## config.mk

```make
export PLATFORM = sky130hd
export DESIGN_NAME = sysclk_src_ctrl
export DESIGN_NICKNAME = d
export VERILOG_FILES = /design/src/rtl/sysclk_src_ctrl.sv
export SDC_FILE = /design/constraint.sdc
export NUM_CORES = 1
export LEC_CHECK = 0
export CORE_AREA = 2 2 82 84
export DETAILED_ROUTE_END_ITERATION = 8
export DIE_AREA = 0 0 84 86
export PLACE_DENSITY = 0.48
export SYNTH_ARGS = -nofsm -noshare
export SYNTH_HDL_FRONTEND = slang
export SYNTH_SLANG_ARGS = --single-unit
```

## constraint.sdc

```tcl
create_clock -name clk -period 4.9 [get_ports clk]
set_input_delay 0.98 -clock clk [delete_from_list [all_inputs] [get_ports clk]]
set_output_delay 0.98 -clock clk [all_outputs]
set_load 0.01 [all_outputs]
```

## src/rtl/sysclk_src_ctrl.sv

```systemverilog
module sysclk_src_ctrl #(
  parameter int HF_WARM   = 65536,
  parameter int RING_WARM = 4
) (
  input  logic       clk,
  input  logic       por_n,
  input  logic       rst_n,
  input  logic       ring_sel_wr,
  input  logic       ring_sel_wd,
  input  logic       pm_wr,
  input  logic [2:0] pm_wd,
  input  logic       xamp_wr,
  input  logic       xamp_wd,
  input  logic       stop_req,
  input  logic       stop_exit,
  output logic [1:0] src_sel,
  output logic       ring_mode,
  output logic       stall,
  output logic       ring_sel,
  output logic       hf_osc_en,
  output logic       ring_osc_en,
  output logic       x32_amp_en
);

  localparam int MAXW = (HF_WARM > RING_WARM) ? HF_WARM : RING_WARM;
  localparam int CW   = $clog2(MAXW + 1);
  localparam logic [CW-1:0] HF_LAST   = CW'(HF_WARM - 1);
  localparam logic [CW-1:0] RING_LAST = CW'(RING_WARM - 1);

  localparam logic [1:0] CODE_HF   = 2'b00;
  localparam logic [1:0] CODE_RING = 2'b01;
  localparam logic [1:0] CODE_X32  = 2'b10;

  typedef enum logic [2:0] {
    S_HF, S_RING, S_HF_WARM, S_STOP, S_RING_WARM, S_HF_START
  } state_t;

  state_t        state, state_nx;
  logic [CW-1:0] cnt, cnt_nx;
  logic          ring_q, xamp_dis_q;
  logic [2:0]    pm_q;

  wire ring_nx = ring_sel_wr ? ring_sel_wd : ring_q;
  wire pm32    = &pm_q;

  always_ff @(posedge clk or negedge por_n) begin
    if (!por_n) begin
      ring_q     <= 1'b0;
      xamp_dis_q <= 1'b1;
    end else begin
      ring_q <= ring_nx;
      if (xamp_wr) xamp_dis_q <= xamp_wd;
    end
  end

  always_ff @(posedge clk or negedge por_n) begin
    if (!por_n)      pm_q <= '0;
    else if (!rst_n) pm_q <= '0;
    else if (pm_wr)  pm_q <= pm_wd;
  end

  always_comb begin
    state_nx = state;
    cnt_nx   = cnt;
    unique case (state)
      S_HF: begin
        if (ring_nx)       state_nx = S_RING;
        else if (stop_req) state_nx = S_STOP;
      end
      S_RING: begin
        if (!ring_nx) begin
          state_nx = S_HF_WARM;
          cnt_nx   = '0;
        end else if (stop_req) state_nx = S_STOP;
      end
      S_HF_WARM: begin
        if (ring_nx)            state_nx = S_RING;
        else if (ring_sel_wr)   cnt_nx   = '0;
        else if (stop_req)      state_nx = S_STOP;
        else if (cnt == HF_LAST) state_nx = S_HF;
        else                    cnt_nx   = cnt + 1'b1;
      end
      S_STOP: begin
        if (stop_exit) begin
          state_nx = ring_nx ? S_RING_WARM : S_HF_START;
          cnt_nx   = '0;
        end
      end
      S_RING_WARM: begin
        if (cnt == RING_LAST) state_nx = S_RING;
        else                  cnt_nx   = cnt + 1'b1;
      end
      S_HF_START: begin
        if (ring_nx)             state_nx = S_RING;
        else if (cnt == HF_LAST) state_nx = S_HF;
        else                     cnt_nx   = cnt + 1'b1;
      end
      default: state_nx = S_HF;
    endcase
  end

  always_ff @(posedge clk or negedge por_n) begin
    if (!por_n) begin
      state <= S_HF;
      cnt   <= '0;
    end else if (!rst_n) begin
      state <= ring_q ? S_RING : S_HF;
      cnt   <= '0;
    end else begin
      state <= state_nx;
      cnt   <= cnt_nx;
    end
  end

  always_comb begin
    unique case (state)
      S_HF:        src_sel = pm32 ? CODE_X32 : CODE_HF;
      S_STOP:      src_sel = ring_q ? CODE_RING : CODE_HF;
      S_HF_START:  src_sel = CODE_HF;
      default:     src_sel = CODE_RING;
    endcase
  end

  assign ring_mode   = (state == S_RING) || (state == S_HF_WARM) || (state == S_RING_WARM)
                     || ((state == S_STOP) && ring_q);
  assign stall       = (state == S_HF_WARM) || (state == S_STOP)
                     || (state == S_RING_WARM) || (state == S_HF_START);
  assign hf_osc_en   = (state == S_HF) || (state == S_HF_WARM) || (state == S_HF_START);
  assign ring_osc_en = (state == S_RING) || (state == S_HF_WARM) || (state == S_RING_WARM);
  assign ring_sel    = ring_q;
  assign x32_amp_en  = ~xamp_dis_q;

endmodule

```

Word level (Yosys, flattened, before mapping)
Cells that the tools add are included.
{"block": "op_classes", "bitwise_logic": 1, "addsub": 1, "n_eq_ne": 17, "n_reduce_logical": 13, "n_mux": 30}
{"cell": "17-bit two-way mux", "count": 9}
{"cell": "17-bit one-hot mux with 5 select lines", "count": 1}
{"cell": "3-bit two-way mux", "count": 13}
{"cell": "3-bit inequality test, second input constant", "count": 6}
{"cell": "3-bit one-hot mux with 6 select lines", "count": 1}
{"cell": "17-bit by 1-bit adder with 17-bit output, second input constant", "count": 1}
{"cell": "17-bit by 16-bit == test with 1-bit output, second input constant", "count": 1}
{"cell": "17-bit by 2-bit == test with 1-bit output, second input constant", "count": 1}
{"cell": "1-bit logical OR", "count": 8}
{"cell": "4-bit inequality test, second input constant", "count": 2}
{"cell": "7-bit AND reduction", "count": 1}
{"cell": "3-bit by 2-bit == test with 1-bit output, second input constant", "count": 2}
{"cell": "3-bit == test, second input constant", "count": 2}
{"cell": "6-bit by 1-bit inequality test with 1-bit output, second input constant", "count": 1}
{"cell": "2-bit one-hot mux with 3 select lines", "count": 1}
{"cell": "3-bit AND reduction", "count": 2}
{"cell": "1-bit two-way mux", "count": 4}
{"cell": "3-bit by 1-bit == test with 1-bit output, second input constant", "count": 1}
{"cell": "3-bit zero test", "count": 1}
{"cell": "2-bit two-way mux", "count": 1}
{"cell": "2-bit by 1-bit inequality test with 1-bit output, second input constant", "count": 1}
{"cell": "1-bit logical AND", "count": 1}
{"cell": "1-bit inverter", "count": 1}
{"block": "word_totals", "output_inout_bits": 8, "in_bits": 13, "ff_bits": 25, "wordCells": 67}

Logic depth before layout (Yosys ltp)
{"block": "depth", "word_depth": 7, "depth_mapped": 11, "depth_no_buf": 11}

Least setup slack after synthesis
Ideal clock, no wire load.
{"block": "synth_timing", "kind": "register to register", "from": "reg cnt[1]", "to": "reg cnt[2]", "path_buffers": 0, "setup_ns": 0.121, "synth_period_minus_slack_ns": 2.457, "t_required_ns": 4.779, "setup_slack_ns": 2.443, "arrival_time_ns": 2.336, "stages_incl_launch_ff": 12, "cell_sequence": "dfrtp_1 -> ha_1 -> nand3_1 -> nor4_1 -> nand3_1 -> inv_1 -> ha_1 -> inv_1 -> o22ai_1 -> nor3b_1 -> a21o_1 -> a22o_1"}
{"block": "synth_via", "elab_chain_len": 7, "elab_cells_between_ends": 13, "classes_between": "1 x add/sub; 3 x eq/ne; 8 x mux; 1 x reduce/logical"}
{"item": "start: declaration", "line": "39", "rtl": "logic [CW-1:0] cnt, cnt_nx;"}
{"item": "start signal: assignment", "line": "111", "rtl": "cnt <= cnt_nx;"}
{"item": "17-bit by 1-bit adder with 17-bit output or 17-bit by 16-bit == test with 1-bit output (tied branches)"}
{"item": "17-bit two-way mux", "line": "80, 95"}
{"item": "17-bit two-way mux", "line": "79", "rtl": "else if (stop_req) state_nx = S_STOP;"}
{"item": "17-bit two-way mux", "line": "78", "rtl": "else if (ring_sel_wr) cnt_nx = '0;"}
{"item": "17-bit two-way mux", "line": "77", "rtl": "if (ring_nx) state_nx = S_RING;"}
{"item": "17-bit one-hot mux with 5 select lines", "line": "65", "rtl": "unique case (state)"}
{"item": "17-bit two-way mux", "line": "106", "rtl": "end else if (!rst_n) begin"}
Parallel ways exist; a longest one is shown, timed or not. The select of a mux whose other input is x is not followed.
A chain may end at the register's enable or synchronous reset.

Worst setup path in the final report
{"block": "layout_timing", "from": "reg state[1]", "to": "out src_sel[0]"}
{"block": "layout_via", "elab_chain_len": 2, "elab_cells_between_ends": 4, "classes_between": "2 x eq/ne; 1 x mux; 1 x reduce/logical"}
{"item": "start: declaration", "line": "38", "rtl": "state_t state, state_nx;"}
{"item": "start signal: assignment", "line": "107", "rtl": "state <= ring_q ? S_RING : S_HF;"}
{"item": "start signal: assignment", "line": "110", "rtl": "state <= state_nx;"}
{"item": "3-bit == test, or another cell as far along", "line": "116", "rtl": "unique case (state)"}
{"item": "2-bit one-hot mux with 3 select lines (*)", "line": "116"}
{"item": "end: declaration", "line": "16", "rtl": "output logic [1:0] src_sel,"}
Mark *: on every way between the ends. The rest lies on a longest branch, timed or not.

==> flow_metrics.py <==
metrics = {
    "run_status": {
        "status": "finished clean",
    },
    "critical_path": {
        "cp_num_buf_inv": 1,
        "crit_chain": "nand2b_1 -> o32a_1 -> clkdlybuf4s50_1",
        "timing.critical_path.max_delay_family": "flip-flops",
        "critPathSlowestCell": "sky130_fd_sc_hd__dfrtp_1",
        "critPathCaptureType": "primary output",
        "worst_ep_arrival_time_ns": 2.10,
        "critical_path_class": "reg -> out",
        "cpPeakStageDelay_ns": 0.68,
        "cp_data_required_time_ns": 3.92,
        "crit_path_max_fanout": 16,
        "startpoint_type": "register",
    },
    "sta": {
        "slew_violations": 0,
        "grt_setup_unrepaired": "no",
        "timing.fmax_mhz": 325,
        "post-route-period-util_pct": 62.9,
        "final_sum_of_negative_setup_slack_ns": 0,
        "fin_crit_ns": 3.08,
        "timing.final.setup_violations": 0,
        "slew-limit-headroom_pct": 30.2,
        "clock_skew_ns": 0.00573,
        "worstMarginPinSlew_ns": 1.04,
        "final_hold_viol_count": 0,
    },
    "finish": {
        "final_core_util_pct": 33.5,
        "post-route-cell-area_sq_mm": 0.00210,
        "finalNetCount": 236,
        "final_cell_count_no_fill": 296,
        "layout.filler_cells": 669,
        "n_antenna_cell": 0,
        "drive_above_1_share_pct": 8.22,
        "area.growth.synth_to_final_pct": 15.0,
    },
    "floorplan": {
        "die_ar_sq_mm": 0.00722,
        "floorplan.die.width_um": 84,
        "floorplan.rows": 29,
        "die_y_um": 86,
        "io_pins": 21,
        "placeableCoreArea_sq_mm": 0.00628,
        "initial_utilization_pct": 29.1,
    },
    "pwr": {
        "comb_power_share_pct": 30.3,
        "clock_power_share_pct": 24.2,
        "sw_frac_of_total_pct": 33.1,
        "overall_power_w": 0.000517,
        "power.leakage_nw": 0.890,
        "p_sw_w": 0.000171,
        "p_seq_share_pct": 45.6,
        "p_int_w": 0.000346,
        "power.density_mw_per_mm2": 246,
        "irDropWorstVdd_v": 0.0000996,
    },
    "logic_synthesis": {
        "number_of_enable_type_register_cells_in_the_synthesized_netlist": 0,
        "synth_xor_area_share_pct": 0.479,
        "simple_gate_share_of_the_synthesized_area_pct": 26.6,
        "post_synth_inst_count": 209,
        "yosys_warnings": 0,
        "mappedNetlistArea_sq_mm": 0.00183,
        "yosys.area.top_type_share_pct": 32.8,
        "largest_area_contributor_in_the_synthesized_netlist": "sky130_fd_sc_hd__dfrtp_1",
        "synth_cell_types": 55,
        "synthFlopType": "sky130_fd_sc_hd__dfrtp_1",
        "synth.ff_latch_count": 25,
        "synth_top_cells_by_area": "sky130_fd_sc_hd__dfrtp_1 33%, sky130_fd_sc_hd__o31ai_1 5.7%, sky130_fd_sc_hd__a21oi_1 3.6%",
        "syn-num-nets": 225,
        "synth-seq-area-share_pct": 34.3,
        "muxShareOfSynthArea_pct": 3.83,
        "synth_async_sr_flop_share_pct": 100,
        "synth_adder_area_share_pct": 2.05,
        "synth_top_family_by_area": "compound AO/OA/AOI/OAI gates",
        "fraction_of_the_mapped_netlist_area_in_compound_gates_pct": 26.6,
        "syn_avg_cell_area_sq_um": 8.75,
    },
    "global_routing": {
        "grt_max_degree": 26,
        "grt_antenna_before_repair": 0,
        "grt_use_total_pct": 13.7,
        "first_global_vias": 1575,
        "grt_overflow": 0,
        "first_pass_grt_wire_length_mm": 8.10,
    },
    "clock_tree": {
        "cts_inserted_buffers": 3,
        "cts_tree": "done",
        "clock_latency_ns": 0.27,
        "postCtsSetupBuffers": 0,
        "cts-root-buf": "sky130_fd_sc_hd__clkbuf_8",
        "path_clk_slew_ns": 0.09,
        "cts_resized": 0,
        "cts_hold_repair.buffers": 0,
        "clock_h_tree_levels": 1,
        "clock_sink_count": 25,
        "ctsLongestPathBuffers": 2,
    },
    "route": {
        "avgViaCountPerCell": 5.54,
        "drt_first_pass_iters": 4,
        "drtAntennaViolNets": 0,
        "detail_route.drc_violations": 0,
        "route.vias.total": 1640,
        "post_route_wl_mm": 4.69,
        "avgRoutedWirePerCell_um": 15.8,
        "drt_iter0_drc": 141,
    },
    "hold_path": {
        "min_path_type": "reg -> reg",
    },
    "placed_design": {
        "port_buffers": 20,
        "detailedPlacementHpwl_mm": 3.33,
        "gp_congestion": 0.819,
        "numPlacedInstances": 292,
        "placed_area_sq_mm": 0.00206,
    },
    "job": {
        "max_cap_violations": 0,
    },
}
flip-flops by register name, summed over array words and instances, names as in the netlist:
signal and flops:
cnt 17, xamp_dis_q 1, pm_q 3, ring_sel 1
state 3
cell usage after synthesis, drive strengths merged (3+ instances only):
| master | number |
|---|---|
| a41oi | 3 |
| nand2b | 5 |
| a21o | 4 |
| nor2 | 9 |
| o21ai | 15 |
| clkbuf | 3 |
| a22o | 4 |
| a21oi | 14 |
| mux2i | 4 |
| inv | 10 |
| dfrtp | 24 |
| nor4 | 6 |
| ha | 3 |
| nand2 | 9 |
| nor2b | 6 |
| o31ai | 14 |
| buf | 12 |
| nand4 | 5 |
| nor3 | 10 |
| nor3b | 5 |
| nand3 | 10 |
| a31oi | 3 |
layer usage:
| layer | wire length [um] | track usage, % | up-vias |
|---|---|---|---|
| li1 | - | - | 816 |
| met1 | 2390 | 19.8 | 800 |
| met2 | 2160 | 21.2 | 22 |
| met3 | 115 | 1.73 | 2 |
| met4 | 28 | 4.40 | 0 |
| met5 | 0 | 0 | - |
final timing paths:
kind / startpoint / endpoint / slack [ns] / cells after the start
setup reg to reg: cnt[1] / cnt[15] / 1.95 / 11
min in group asynchronous: por_n / cnt[3] / 1.07 / 2
max in group asynchronous: por_n / xamp_dis_q / 3.53 / 2
setup / recovery: state[1] / src_sel[0] / 1.82 / 3
hold reg to reg: xamp_dis_q / xamp_dis_q / 0.50 / 2
hold / removal: xamp_dis_q / xamp_dis_q / 0.50 / 2
logic make-up after synthesis:
logic type,count (synthesis)
multiplexers,6
buffers and inverters,25
adder cells (fa/ha/maj),3
AND/OR/NAND/NOR,78
AO/OA/AOI/OAI,71
XOR/XNOR,1
flip-flops,25
cell type report:
class / count / area (sq um) / share of cell area, %
multi-input combinational: 159 / 1090 / 51.8
sequential: 25 / 627 / 29.8
timing repair buffer: 21 / 208 / 9.88
tap: 77 / 96.3 / 4.58
clock buffer: 4 / 45.0 / 2.14
inverter: 10 / 37.5 / 1.78
worst register-to-register path, stage by stage, from the launching register on:
cell                       delay [ns]
sky130_fd_sc_hd__dfrtp_1         0.43
sky130_fd_sc_hd__ha_1            0.26
sky130_fd_sc_hd__nand3_1         0.19
sky130_fd_sc_hd__nor4_1          0.50
sky130_fd_sc_hd__nand3_1         0.17
sky130_fd_sc_hd__inv_1           0.08
sky130_fd_sc_hd__ha_1            0.23
sky130_fd_sc_hd__inv_1           0.08
sky130_fd_sc_hd__o22ai_1         0.43
sky130_fd_sc_hd__nor3_2          0.08
sky130_fd_sc_hd__nand3b_2        0.25
sky130_fd_sc_hd__o31ai_1         0.13
power groups by stage:
stage	clock (W)	sequential, W	combinational, W
after CTS	0.000136	0.000235	0.000158
final	0.000125	0.000235	0.000156
after global placement	0	0.000239	0.000157
after detailed placement	0	0.000239	0.000157
after global routing	0.000145	0.000238	0.000170
after floorplan	0	0.000224	0.000113
cells in the final DEF, fill, tap and decap left out, types with 2 or more instances in the layout:
cell and count:
sky130_fd_sc_hd__dfrtp_1 24, sky130_fd_sc_hd__clkdlybuf4s50_1 20, sky130_fd_sc_hd__o31ai_1 14, sky130_fd_sc_hd__a21oi_1 13, sky130_fd_sc_hd__inv_1 10, sky130_fd_sc_hd__nand3_1 10
sky130_fd_sc_hd__nand2_1 9, sky130_fd_sc_hd__nor2_1 9, sky130_fd_sc_hd__nor3_1 9, sky130_fd_sc_hd__o21ai_0 9, sky130_fd_sc_hd__nor2b_1 6, sky130_fd_sc_hd__o21ai_1 6
sky130_fd_sc_hd__nor4_1 5, sky130_fd_sc_hd__nand2b_1 5, sky130_fd_sc_hd__nand4_1 4, sky130_fd_sc_hd__nor3b_1 4, sky130_fd_sc_hd__a21o_1 4, sky130_fd_sc_hd__a22o_1 4
sky130_fd_sc_hd__a41oi_1 3, sky130_fd_sc_hd__mux2i_1 3, sky130_fd_sc_hd__a31oi_1 3, sky130_fd_sc_hd__ha_1 3, sky130_fd_sc_hd__clkbuf_8 3, sky130_fd_sc_hd__and3b_1 2
sky130_fd_sc_hd__o22ai_1 2, sky130_fd_sc_hd__nand4b_1 2, sky130_fd_sc_hd__o21a_1 2, sky130_fd_sc_hd__a22oi_1 2, sky130_fd_sc_hd__and3_1 2, sky130_fd_sc_hd__o22a_1 2
stage by stage:
stage	setup WS (ns)	hold WS (ns)
2_1_floorplan	2.44	0.475
3_3_place_gp	1.60	0.494
3_5_place_dp	1.55	0.502
4_1_cts	1.82	0.516
5_1_grt	1.59	0.576
6_report	1.82	0.503
Power figures use the tool's default switching activity.
